<file path="src/rtl/nmi_pkg.sv">
package nmi_pkg;
  localparam int unsigned SEL_W = 3;
  localparam int unsigned CNT_W = (1 << SEL_W) - 2;

  function automatic logic [CNT_W-1:0] div_mask(input logic [SEL_W-1:0] sel);
    logic [CNT_W-1:0] m;
    for (int i = 0; i < CNT_W; i++) m[i] = (int'(sel) > i + 1);
    return m;
  endfunction
endpackage

</file>
<file path="src/rtl/nmi_sync.sv">
module nmi_sync #(
  parameter int unsigned STAGES = 2
) (
  input  logic clk_i,
  input  logic rst_ni,
  input  logic d_i,
  output logic q_o
);
  logic [STAGES-1:0] chain_q;

  always_ff @(posedge clk_i or negedge rst_ni) begin
    if (!rst_ni) chain_q[0] <= 1'b0;
    else         chain_q[0] <= d_i;
  end

  for (genvar g = 1; g < STAGES; g++) begin : g_stage
    always_ff @(posedge clk_i or negedge rst_ni) begin
      if (!rst_ni) chain_q[g] <= 1'b0;
      else         chain_q[g] <= chain_q[g-1];
    end
  end

  assign q_o = chain_q[STAGES-1];
endmodule

</file>
<file path="src/rtl/nmi_filter.sv">
module nmi_filter
  import nmi_pkg::*;
#(
  parameter int unsigned VOTES = 3
) (
  input  logic             clk_i,
  input  logic             rst_ni,
  input  logic [SEL_W-1:0] sel_i,
  input  logic             d_i,
  output logic             q_o
);
  logic [CNT_W-1:0] cnt_q;
  logic [CNT_W-1:0] mask;
  logic             tick;
  logic [VOTES-1:0] hist_q;
  logic             filt_q;
  logic             bypass;

  assign mask   = div_mask(sel_i);
  assign tick   = (cnt_q & mask) == mask;
  assign bypass = (sel_i == '0);

  always_ff @(posedge clk_i or negedge rst_ni) begin
    if (!rst_ni) cnt_q <= '0;
    else         cnt_q <= cnt_q + 1'b1;
  end

  always_ff @(posedge clk_i or negedge rst_ni) begin
    if (!rst_ni)   hist_q <= '0;
    else if (tick) hist_q <= {hist_q[VOTES-2:0], d_i};
  end

  // Output moves only on full agreement of the sample history
  always_ff @(posedge clk_i or negedge rst_ni) begin
    if (!rst_ni)             filt_q <= 1'b0;
    else if (bypass)         filt_q <= d_i;
    else if (&hist_q)        filt_q <= 1'b1;
    else if (~|hist_q)       filt_q <= 1'b0;
  end

  assign q_o = filt_q;
endmodule

</file>
<file path="src/rtl/nmi_req.sv">
module nmi_req (
  input  logic clk_i,
  input  logic rst_ni,
  input  logic filt_i,
  input  logic en_i,
  input  logic ack_i,
  output logic armed_o,
  output logic fall_o,
  output logic req_o
);
  logic prev_q;
  logic armed_q;
  logic req_q;
  logic fall;

  assign fall = prev_q & ~filt_i;

  always_ff @(posedge clk_i or negedge rst_ni) begin
    if (!rst_ni) begin
      prev_q  <= 1'b0;
      armed_q <= 1'b0;
      req_q   <= 1'b0;
    end else begin
      prev_q  <= filt_i;
      armed_q <= armed_q | en_i;
      // New edge wins over a simultaneous acknowledge
      req_q   <= (fall & armed_q) | (req_q & ~ack_i);
    end
  end

  assign armed_o = armed_q;
  assign fall_o  = fall;
  assign req_o   = req_q;
endmodule

</file>
<file path="src/rtl/nmi_filter_detect.sv">
module nmi_filter_detect
  import nmi_pkg::*;
#(
  parameter int unsigned SYNC_STAGES = 2,
  parameter int unsigned VOTES       = 3
) (
  input  logic             clk_i,
  input  logic             rst_ni,
  input  logic             pin_i,
  input  logic [SEL_W-1:0] fsel_i,
  input  logic             en_i,
  input  logic             ack_i,
  output logic             req_o
);
  logic pin_sync_w;
  logic filt_w;
  logic armed_w;
  logic fall_w;

  nmi_sync #(.STAGES(SYNC_STAGES)) u_sync (
    .clk_i (clk_i),
    .rst_ni(rst_ni),
    .d_i   (pin_i),
    .q_o   (pin_sync_w)
  );

  nmi_filter #(.VOTES(VOTES)) u_filter (
    .clk_i (clk_i),
    .rst_ni(rst_ni),
    .sel_i (fsel_i),
    .d_i   (pin_sync_w),
    .q_o   (filt_w)
  );

  nmi_req u_req (
    .clk_i  (clk_i),
    .rst_ni (rst_ni),
    .filt_i (filt_w),
    .en_i   (en_i),
    .ack_i  (ack_i),
    .armed_o(armed_w),
    .fall_o (fall_w),
    .req_o  (req_o)
  );
endmodule

</file>
<file path="config.mk">
export PLATFORM = sky130hd
export DESIGN_NAME = nmi_filter_detect
export DESIGN_NICKNAME = d
export VERILOG_FILES = /design/src/rtl/nmi_pkg.sv /design/src/rtl/nmi_sync.sv /design/src/rtl/nmi_filter.sv /design/src/rtl/nmi_req.sv /design/src/rtl/nmi_filter_detect.sv
export SDC_FILE = /design/constraint.sdc
export NUM_CORES = 1
export LEC_CHECK = 0
export BUFFER_PORTS_ARGS = -buffer_cell sky130_fd_sc_hd__buf_2
export CORE_UTILIZATION = 40
export DETAILED_ROUTE_END_ITERATION = 8
export PLACE_DENSITY = 0.72
export SKIP_CTS_REPAIR_TIMING = 1
export SLEW_MARGIN = 25
export SYNTH_ARGS = -nofsm -noshare
export SYNTH_HDL_FRONTEND = slang
export SYNTH_HIERARCHICAL = 1
export SYNTH_SLANG_ARGS = --single-unit
</file>
<file path="constraint.sdc">
create_clock -name clk_i -period 1.2 [get_ports clk_i]
set_input_delay 0.06 -clock clk_i [delete_from_list [all_inputs] [get_ports clk_i]]
set_output_delay 0.06 -clock clk_i [all_outputs]
set_load 0.005 [all_outputs]
</file>
Word level (Yosys, flattened, before mapping)
Cells that the tools add are included.
Widths: inputs -> output; s select.
{ "word_totals": {"in_bits": 8, "register_bits": 15, "word_cells": 31, "out_inout_bits": 1} }
{ "op_classes": {"reduce_logical": 3, "n_addsub": 1, "n_bitwise": 8, "order_cmp": 6, "eq_ne": 2, "n_mux": 3} }
{ "ops": {"columns": ["cell", "n"], "rows": [
  ["$gt 3x3->1 const B", 3],
  ["$add 6x1->6 const B", 1],
  ["$and 6x6->6", 1],
  ["$eq 6x6->1", 1],
  ["$gt 3x2->1 const B", 2],
  ["$and 1x1->1", 3],
  ["$gt 3x1->1 const B", 1],
  ["$logic_not 3->1", 1],
  ["$mux 1", 3],
  ["$ne 3x1->1 const B", 1],
  ["$reduce_and 3->1", 1],
  ["$reduce_or 3->1", 1],
  ["$not 1->1", 2],
  ["$or 1x1->1", 2]
]} }

Longest topological paths before layout
Gate-level depths: netlist (run 1).
{ "logic_depth": {"depth_word": 4, "ltp_mapped": 4, "mapped_depth_nobuf": 4} }

By module
The synthesis (run 1) kept the hierarchy.
{ "modules_own_cells": {"columns": ["module", "seq_area_each_um2", "area_each_um2", "n_inst", "cells_per_inst"], "rows": [
  ["nmi_filter", 250.2, 441.7, 1, 38],
  ["nmi_req", 75.1, 107.6, 1, 7],
  ["nmi_sync", 50.0, 50.0, 1, 2]
]} }

Least setup slack after synthesis (run 1)
OpenSTA, ideal clock, no wires.
{ "synth_timing": {"kind": "register to register", "start": "register u_filter.cnt_q[1]", "end": "register u_filter.hist_q[0]", "required_time_ps": 1075, "arrival_time_ps": 1168, "setup_time_ps": 125, "path_buffers": 0, "path_stages_with_launch": 5, "synth_period_minus_slack_ps": 1293, "setup_slack_ps": -93, "path_cell_list": "dfrtp_1 > o21bai_1 > a21oi_1 > a211oi_2 > mux2_2"} }
{ "synth_between": {"elab_chain_len": 2} }
{ "synth_rtl": {"columns": ["item", "line", "source"], "rows": [
  ["from (decl)", "nmi_filter.sv:12", "logic [CNT_W-1:0] cnt_q;"],
  ["from (signal assigned)", "nmi_filter.sv:25", "else cnt_q <= cnt_q + 1'b1;"],
  ["$and 6x6->6", "nmi_filter.sv:20", "assign tick = (cnt_q & mask) == mask;"],
  ["$eq 6x6->1", "nmi_filter.sv:20", null],
  ["to (signal assigned)", "nmi_filter.sv:30", "else if (tick) hist_q <= {hist_q[VOTES-2:0], d_i};"],
  ["to (decl)", "nmi_filter.sv:15", "logic [VOTES-1:0] hist_q;"]
]} }
Every way passes these cells.
A chain may end at the register's enable or synchronous reset.

Final worst setup path (run 1)
Same ends and word-level chain as after synthesis.

==> results.txt, run 1 <==
----------------------------------------------------
[Synthesis]
  Async S/R FF share, synth ... 1.000
  Synthesized-area fraction occupied by xor and xnor cells ... 0.05846
  Fraction of synthesized area in multiplexers ... 0.05637
  Post-Syn Area ... 599.3 µm²
  Leading register cell type out of synthesis ... sky130_fd_sc_hd__dfrtp_1
  Post-synthesis compound-gate area fraction ... 0.1065
  Synthesized netlist cell count ... 47
  Top cells by area in the synthesized netlist ... sky130_fd_sc_hd__dfrtp_1, sky130_fd_sc_hd__mux2_2, sky130_fd_sc_hd__xnor2_1
  Yosys top cell area share ... 0.6263
  Combinational family with the most area after synthesis ... simple AND/OR/NAND/NOR gates
  Post-Synthesis Net Count ... 56
  Count of flip-flops with a built-in enable after synthesis ... 0
  Cell type with the largest total area after synthesis ... sky130_fd_sc_hd__dfrtp_1
  Sequential element share of the synthesized area ... 0.6263
  Most numerous cell in the Yosys netlist ... sky130_fd_sc_hd__dfrtp_1
  Adder-cell share of the synthesized area ... 0.02088
  Per-instance average area after synthesis ... 12.75 µm²
  Synthesized-area fraction occupied by and/or/nand/nor cells ... 0.1190
  Synth Warn # ... 6
  Count of different cell masters after synthesis ... 21
  #FFs+latches synth ... 15

[Clock tree]
  Maximum buffer depth of the clock tree ... 2
  Number of CTS-inserted buffers ... 3
  Later-pin clock latency in the skew report ... 280 ps
  Root Buffer Master ... sky130_fd_sc_hd__clkbuf_4
  Clock slew at the register clock pins of the worst setup and hold paths ... 90 ps
  Number of clock sinks ... 15
  CTS tree ... done
  Number of levels the H-tree was split into ... 1

[Floorplanning]
  Number of primary I/O pins ... 9
  Standard-cell row count ... 13
  Core footprint ... 0.001350 mm²
  Chip height ... 40.71 µm
  Area enclosed by the die boundary ... 0.001657 mm²
  Initial core utilization ... 0.4439
  Die width ... 40.71 µm

[Cells and area]
  Post-layout net count ... 79
  Sequential standard cell area ... 375.4 µm²
  Layout cells sized above 1 ... 0.3768
  Post-layout util ... 0.5848
  Area growth from synthesis to final layout ... 31.73%
  Diode insertion count for antenna repair ... 0
  Layout filler cell count ... 126
  Area of the multi-input gates ... 239.0 µm²
  Non-Filler Cell Area, Final ... 789.5 µm²

[Worst setup path]
  Logic depth of the worst register-to-register path ... 5
  Arrival time of the worst setup path ... 1550 ps
  Maximum fanout count along the critical path ... 2
  R2R Setup Slk ... -180 ps
  Worst reg2reg startpoint ... u_filter/cnt_q[1]$_DFF_PN0_
  Maximum cell stage delay along the critical path ... 370 ps
  Reg2Reg Capture Point ... u_filter/hist_q[0]$_DFFE_PN0N_
  Kind of launch point of the worst setup path ... flip-flop
  Kind of end point of the critical path ... flip-flop
  Data required time of the critical path ... 1370 ps
  Chain of cells forming the critical path ... o21bai_4, a21oi_2, a211oi_2, buf_4, mux2_4
  Kind of critical path ... reg -> reg
  Slowest stage cell, crit path ... sky130_fd_sc_hd__dfrtp_1

[Drt]
  Number of nets with antenna violations after routing ... 0
  Routed via count divided by cell count ... 4.940
  DRC marker count from the first detailed-route iteration ... 3
  DR WL/cell ... 12.10 µm
  Via Count ... 415
  Residual DRC count ... 0
  Total Routed Length ... 1016 µm
  Number of search-and-repair iterations in the first detailed-routing pass ... 2

[Run status]
  Status ... finished, violations left
  Violated checks ... negative setup slack

[Min path]
  Worst hold path depth ... 3
  Worst-case hold path end point ... u_req/req_o$_DFF_PN0_
  Hold Crit Start ... ack_i
  Path category of the worst min-delay check ... in -> reg

[Placement]
  Weighted congestion at the end of routability-driven global placement ... 0.7219
  Port buffer count ... 8
  HPWL Detailed ... 719.1 µm
  Area after detailed placement ... 703.2 µm²
  Worst setup timing slack at the placement stage ... -68.25 ps

[Pwr]
  Net switching power of the design ... 280.8 µW
  Reg power frac ... 0.576
  Leakage power summed over all cells ... 0.3715 nW
  Fraction of power consumed by combinational cells ... 0.166
  Net switching share of the total power ... 0.2543
  Clk network pwr share ... 0.258
  Largest vdd supply drop ... 0.0006275 V
  Cell Pwr Density ... 1399 mW/mm²
  Internal power of the cells ... 823.4 µW

[Timing]
  Worst clock skew ... 0.6722 ps
  Setup repair after global routing missed its margin ... yes
  Number of pins with negative max-slew slack in the final report ... 0
  Count of endpoints failing hold in the final timing report ... 0
  Minimum clock period ... 1379 ps
  Final setup violation count ... 3
  Worst slew slack as a fraction of its limit ... 0.7813
  Max Clock Freq ... 0.7250 GHz
  Worst-case setup margin in the final layout ... -179.4 ps
  Post-route fraction of the period consumed by the critical path ... 1.149
  Setup tns final ... -436.4 ps
  Slew at the pin closest to its max-slew limit ... 328.0 ps

[GRT]
  Number of global-route vias before repair ... 393
  Wire length of the first global-routing pass ... 1573 µm
  Maximum number of pins on one net before global-route repair ... 16
  Aggregate global routing overflow ... 0
  Global router's overall resource usage ... 0.1481
  Number of antenna violations at the first check in global routing ... 0

[Flow run]
  Number of max-cap violations ... 0

----------------------------------------------------
-- logic make-up after synthesis --
logic type	after synthesis
buf+inv	2
fa+ha+maj	1
xor+xnor	4
mux	3
flops	15
compound gates	9
simple gates	13
-- metrics by stage --
stage	hold WS (ps)	cells	power, mW
after floorplan	-235.6	47	0.7387
after CTS	-331.0	80	1.099
after global placement	-23.06	76	0.7953
after detailed placement	-19.27	76	0.8090
after global routing	97.98	84	1.168
final	86.27	84	1.104
-- cells in the final DEF, fill, tap and decap left out, types with 3 or more instances in the layout --
master / instances
sky130_fd_sc_hd__clkbuf_4: 3
sky130_fd_sc_hd__nand3_1: 3
sky130_fd_sc_hd__xnor2_1: 3
sky130_fd_sc_hd__dlygate4sd3_1: 3
sky130_fd_sc_hd__buf_4: 7
sky130_fd_sc_hd__dfrtp_1: 15
sky130_fd_sc_hd__nor2_1: 3
sky130_fd_sc_hd__buf_2: 8
-- per-layer routing --
metal / vias to the layer above / global-route usage / routed length [µm]
met2: 8 / 0.2421 / 506
met4: 0 / 0.07500 / 17
met3: 2 / 0.03261 / 39
met5: - / 0 / 0
met1: 200 / 0.1821 / 453
li1: 205 / - / -
-- worst max path at each step --
| stage | startpoint | to | slack [ps] | cells after the start |
|---|---|---|---|---|
| 6_report | u_filter/cnt_q[1]$_DFF_PN0_ | u_filter/hist_q[0]$_DFFE_PN0N_ | -180 | 5 |
| 5_1_grt | u_filter/cnt_q[1]$_DFF_PN0_ | u_filter/hist_q[1]$_DFFE_PN0N_ | -210 | 5 |
| 2_1_floorplan | u_filter/cnt_q[1]$_DFF_PN0_ | u_filter/hist_q[0]$_DFFE_PN0N_ | -40 | 4 |
| 3_3_place_gp | u_filter/cnt_q[5]$_DFF_PN0_ | u_filter/hist_q[1]$_DFFE_PN0N_ | -60 | 4 |
| 4_1_cts | u_filter/cnt_q[5]$_DFF_PN0_ | u_filter/hist_q[1]$_DFFE_PN0N_ | -100 | 4 |
| 3_5_place_dp | u_filter/cnt_q[5]$_DFF_PN0_ | u_filter/hist_q[1]$_DFFE_PN0N_ | -70 | 4 |
-- registers in the layout, summed over array words and instances, names as in the netlist --
signal	flops
u_req/armed_o	1
u_req/req_o	1
u_filter/hist_q	3
u_filter/cnt_q	6
u_sync/q_o	1
u_req/prev_q	1
u_filter/q_o	1
u_sync/chain_q	1
-- area by class of cell --
| cell class | count | area share |
|---|---|---|
| flip-flops and latches | 15 | 0.4754 |
| multi-input cells | 30 | 0.3027 |
| clock buffers | 4 | 0.03328 |
| inverters | 2 | 0.009509 |
| well taps | 15 | 0.02377 |
| repair buffers | 18 | 0.1553 |
-- power groups by stage --
| stage | logic, mW | registers [mW] | clock network, mW |
|---|---|---|---|
| 2_1_floorplan | 0.106 | 0.633 | 0 |
| 3_3_place_gp | 0.158 | 0.638 | 0 |
| 3_5_place_dp | 0.162 | 0.647 | 0 |
| 4_1_cts | 0.163 | 0.637 | 0.299 |
| 5_1_grt | 0.202 | 0.653 | 0.312 |
| 6_report | 0.183 | 0.636 | 0.285 |
-- worst max-delay path: cells and delay by family (launching register included) --
family	cells	cell delay [ps]
flops	1	370
compound gates	3	440
mux	1	290
buf+inv	1	170
No activity file was read; power rests on OpenSTA's default activity.
==> inputs of run 2 (changes only) <==
- ABC_AREA: default -> 1
- SYNTH_HIERARCHICAL: 1 -> default
==> run 2 against run 1 <==
Against the previous run:
- the flow now finishes without violations
- die area up 2.8%
- routed wire length fell by 6.1%
- global-route usage is 0.48 points higher
- largest power group unchanged
- highest routed layer is now met3
==> results.txt, run 2 <==
----------------------------------------------------
[Run status]
  Status ... complete, no violations

[Cells and area]
  Flip-flop count of the largest register, all copies and words added ... 6
  Diode insertion count for antenna repair ... 0
  Biggest registers after layout ... u_filter.cnt_q (6), u_filter.hist_q (3)
  Most frequent cells in the layout ... sky130_fd_sc_hd__dfrtp_1, sky130_fd_sc_hd__nand2_1, sky130_fd_sc_hd__buf_2
  Top register by number of flip-flops ... u_filter.cnt_q
  Non-Filler Cell Area, Final ... 742.0 µm²
  Area growth from synthesis to final layout ... 20.28%
  Most common cell after layout, fill and taps aside ... sky130_fd_sc_hd__dfrtp_1
  Layout cells sized above 1 ... 0.2432
  Post-layout net count ... 84

[Floorplanning]
  Area enclosed by the die boundary ... 0.001703 mm²
  Standard-cell row count ... 13
  Core footprint ... 0.001366 mm²
  Number of primary I/O pins ... 9
  Chip height ... 41.27 µm
  Die width ... 41.27 µm
  Initial core utilization ... 0.4515

[Synthesis]
  Leading register cell type out of synthesis ... sky130_fd_sc_hd__dfrtp_1
  Cell type with the largest total area after synthesis ... sky130_fd_sc_hd__dfrtp_1
  Count of different cell masters after synthesis ... 18
  Synthesized netlist cell count ... 58
  Sequential element share of the synthesized area ... 0.6085
  Post-Synthesis Net Count ... 67
  Post-Syn Area ... 616.8 µm²
  Yosys top cell area share ... 0.6085
  Count of flip-flops with a built-in enable after synthesis ... 0
  Synth Warn # ... 0
  Per-instance average area after synthesis ... 10.64 µm²
  Async S/R FF share, synth ... 1.000
  #FFs+latches synth ... 15
  Top cells by instance count after synthesis ... sky130_fd_sc_hd__dfrtp_1, sky130_fd_sc_hd__nand2_1, sky130_fd_sc_hd__nand3_1, sky130_fd_sc_hd__inv_1, sky130_fd_sc_hd__nor2_1
  Top cells by area in the synthesized netlist ... sky130_fd_sc_hd__dfrtp_1, sky130_fd_sc_hd__nand2_1, sky130_fd_sc_hd__nand3_1
  Most numerous cell in the Yosys netlist ... sky130_fd_sc_hd__dfrtp_1

[Worst setup path]
  Slowest stage cell, crit path ... sky130_fd_sc_hd__dfrtp_1
  Arrival time of the worst setup path ... 1210 ps
  Kind of critical path ... reg -> reg
  Data required time of the critical path ... 1370 ps
  R2R Setup Slk ... 160 ps
  Chain of cells forming the critical path ... nand2_2, nor2_4, o21ai_2, nand2_4, nand2_4, nand2_1, nand2_1
  Kind of launch point of the worst setup path ... flip-flop
  Critical path startpoint ... u_filter.cnt_q[2]$_DFF_PN0_
  Crit path max-delay family ... simple AND/OR/NAND/NOR gates
  Buffers plus inverters on the worst setup path ... 0
  Kind of end point of the critical path ... flip-flop
  Maximum fanout count along the critical path ... 4
  Worst reg2reg startpoint ... u_filter.cnt_q[2]$_DFF_PN0_
  Maximum cell stage delay along the critical path ... 410 ps

[Pwr]
  Largest vdd supply drop ... 0.0008030 V
  Cell Pwr Density ... 1250 mW/mm²
  Internal power of the cells ... 714.5 µW
  Net switching power of the design ... 212.7 µW
  Reg power frac ... 0.605
  Clk network pwr share ... 0.288
  Net switching share of the total power ... 0.2294
  Leakage power summed over all cells ... 0.3708 nW
  Fraction of power consumed by combinational cells ... 0.106

[Timing]
  Worst clock skew ... 5.516 ps
  Setup repair after global routing missed its margin ... no
  Hold_ws ... 116.6 ps
  Number of pins with negative max-slew slack in the final report ... 0
  Slew at the pin closest to its max-slew limit ... 315.9 ps
  Minimum clock period ... 1041 ps
  Final setup violation count ... 0
  Max Clock Freq ... 0.9603 GHz
  Post-route fraction of the period consumed by the critical path ... 0.8678
  Count of endpoints failing hold in the final timing report ... 0
  Setup tns final ... 0 ps
  Worst slew slack as a fraction of its limit ... 0.7894

[GRT]
  Met3 demand-to-capacity share in global routing ... 0.09783
  Number of global-route vias before repair ... 406
  Met2 Track Usage GR ... 0.2383
  Number of antenna violations at the first check in global routing ... 0
  Maximum number of pins on one net before global-route repair ... 16
  Global router's overall resource usage ... 0.1529
  Aggregate global routing overflow ... 0
  Most crowded layer after global routing ... met2
  Wire length of the first global-routing pass ... 1600 µm
  Global routing usage on met1 ... 0.1729

[Placement]
  Area after detailed placement ... 675.6 µm²
  Weighted congestion at the end of routability-driven global placement ... 0.8207
  Port buffer count ... 8

[Drt]
  Routed via count divided by cell count ... 4.708
  Number of nets with antenna violations after routing ... 0
  DRC marker count from the first detailed-route iteration ... 4
  Via Count ... 419
  Number of search-and-repair iterations in the first detailed-routing pass ... 2
  Residual DRC count ... 0
  DR WL/cell ... 10.72 µm
  Total Routed Length ... 954 µm

[Clock tree]
  CTS tree ... done
  Number of CTS-inserted buffers ... 3
  Number of levels the H-tree was split into ... 1
  Clock slew at the register clock pins of the worst setup and hold paths ... 80 ps
  Later-pin clock latency in the skew report ... 270 ps
  Maximum buffer depth of the clock tree ... 2
  Root Buffer Master ... sky130_fd_sc_hd__clkbuf_4
  Number of clock sinks ... 15

[Flow run]
  Number of max-cap violations ... 0

[Min path]
  Hold Crit Start ... fsel_i[1]
  Path category of the worst min-delay check ... in -> reg

----------------------------------------------------
run 2: logic make-up (layout without fill, tap and decap cells):
group,Yosys count,after routing,synth area share
AOI/OAI and AO/OA,5,5,0.05071
xor gates and xnor gates,4,4,0.05681
adders and majority gates,1,1,0.02028
buffers and inverters,5,21,0.03041
DFF,15,15,0.6085
and+or+nand+nor,28,28,0.2333
run 2: final cells by class:
cell class	count	area, µm²
clock buffer	4	26.28
fill	127	624.3
inverter	5	18.77
multi-input combinational	38	222.7
sequential	15	375.4
tap	15	18.77
timing repair buffer	12	80.08
run 2: power groups by stage:
stage,logic (mW),registers (mW),clock network [mW]
global route,0.117,0.566,0.307
finish,0.0987,0.561,0.267
CTS,0.0910,0.561,0.283
global placement,0.0875,0.570,0
floorplan,0.0494,0.567,0
detailed placement,0.0905,0.571,0
run 2: worst reg2reg max path, cell delays in order (launching register included):
cell and delay (ps):
sky130_fd_sc_hd__dfrtp_1 410, sky130_fd_sc_hd__nand2_2 80, sky130_fd_sc_hd__nor2_4 120, sky130_fd_sc_hd__o21ai_2 80, sky130_fd_sc_hd__nand2_4 90, sky130_fd_sc_hd__nand2_4 60
sky130_fd_sc_hd__nand2_1 60, sky130_fd_sc_hd__nand2_1 50
run 2: worst paths after layout:
check	end	cells past startpoint
setup / recovery	u_filter.hist_q[2]$_DFFE_PN0N_	7
hold / removal	u_filter.q_o$_DFFE_PN0P_	4
setup reg to reg	u_filter.hist_q[2]$_DFFE_PN0N_	7
hold reg to reg	u_sync.q_o$_DFF_PN0_	0
max in group asynchronous	u_filter.hist_q[1]$_DFFE_PN0N_	2
min in group asynchronous	u_filter.cnt_q[5]$_DFF_PN0_	2
run 2: metrics by stage:
stage,power [mW],cells,utilization,setup slack [ps]
floorplan,0.6159,58,-,258.3
global placement,0.6576,81,0.4945,214.3
detailed placement,0.6619,81,0.4945,164.1
CTS,0.9354,85,0.5137,160.2
global route,0.9902,89,0.5430,63.97
finish,0.9271,89,0.5430,158.7
run 2: routing by layer:
metal,share of wire,up-vias
met4,0,0
met3,0.061,0
met5,0,-
met2,0.46,9
met1,0.48,193
li1,-,217
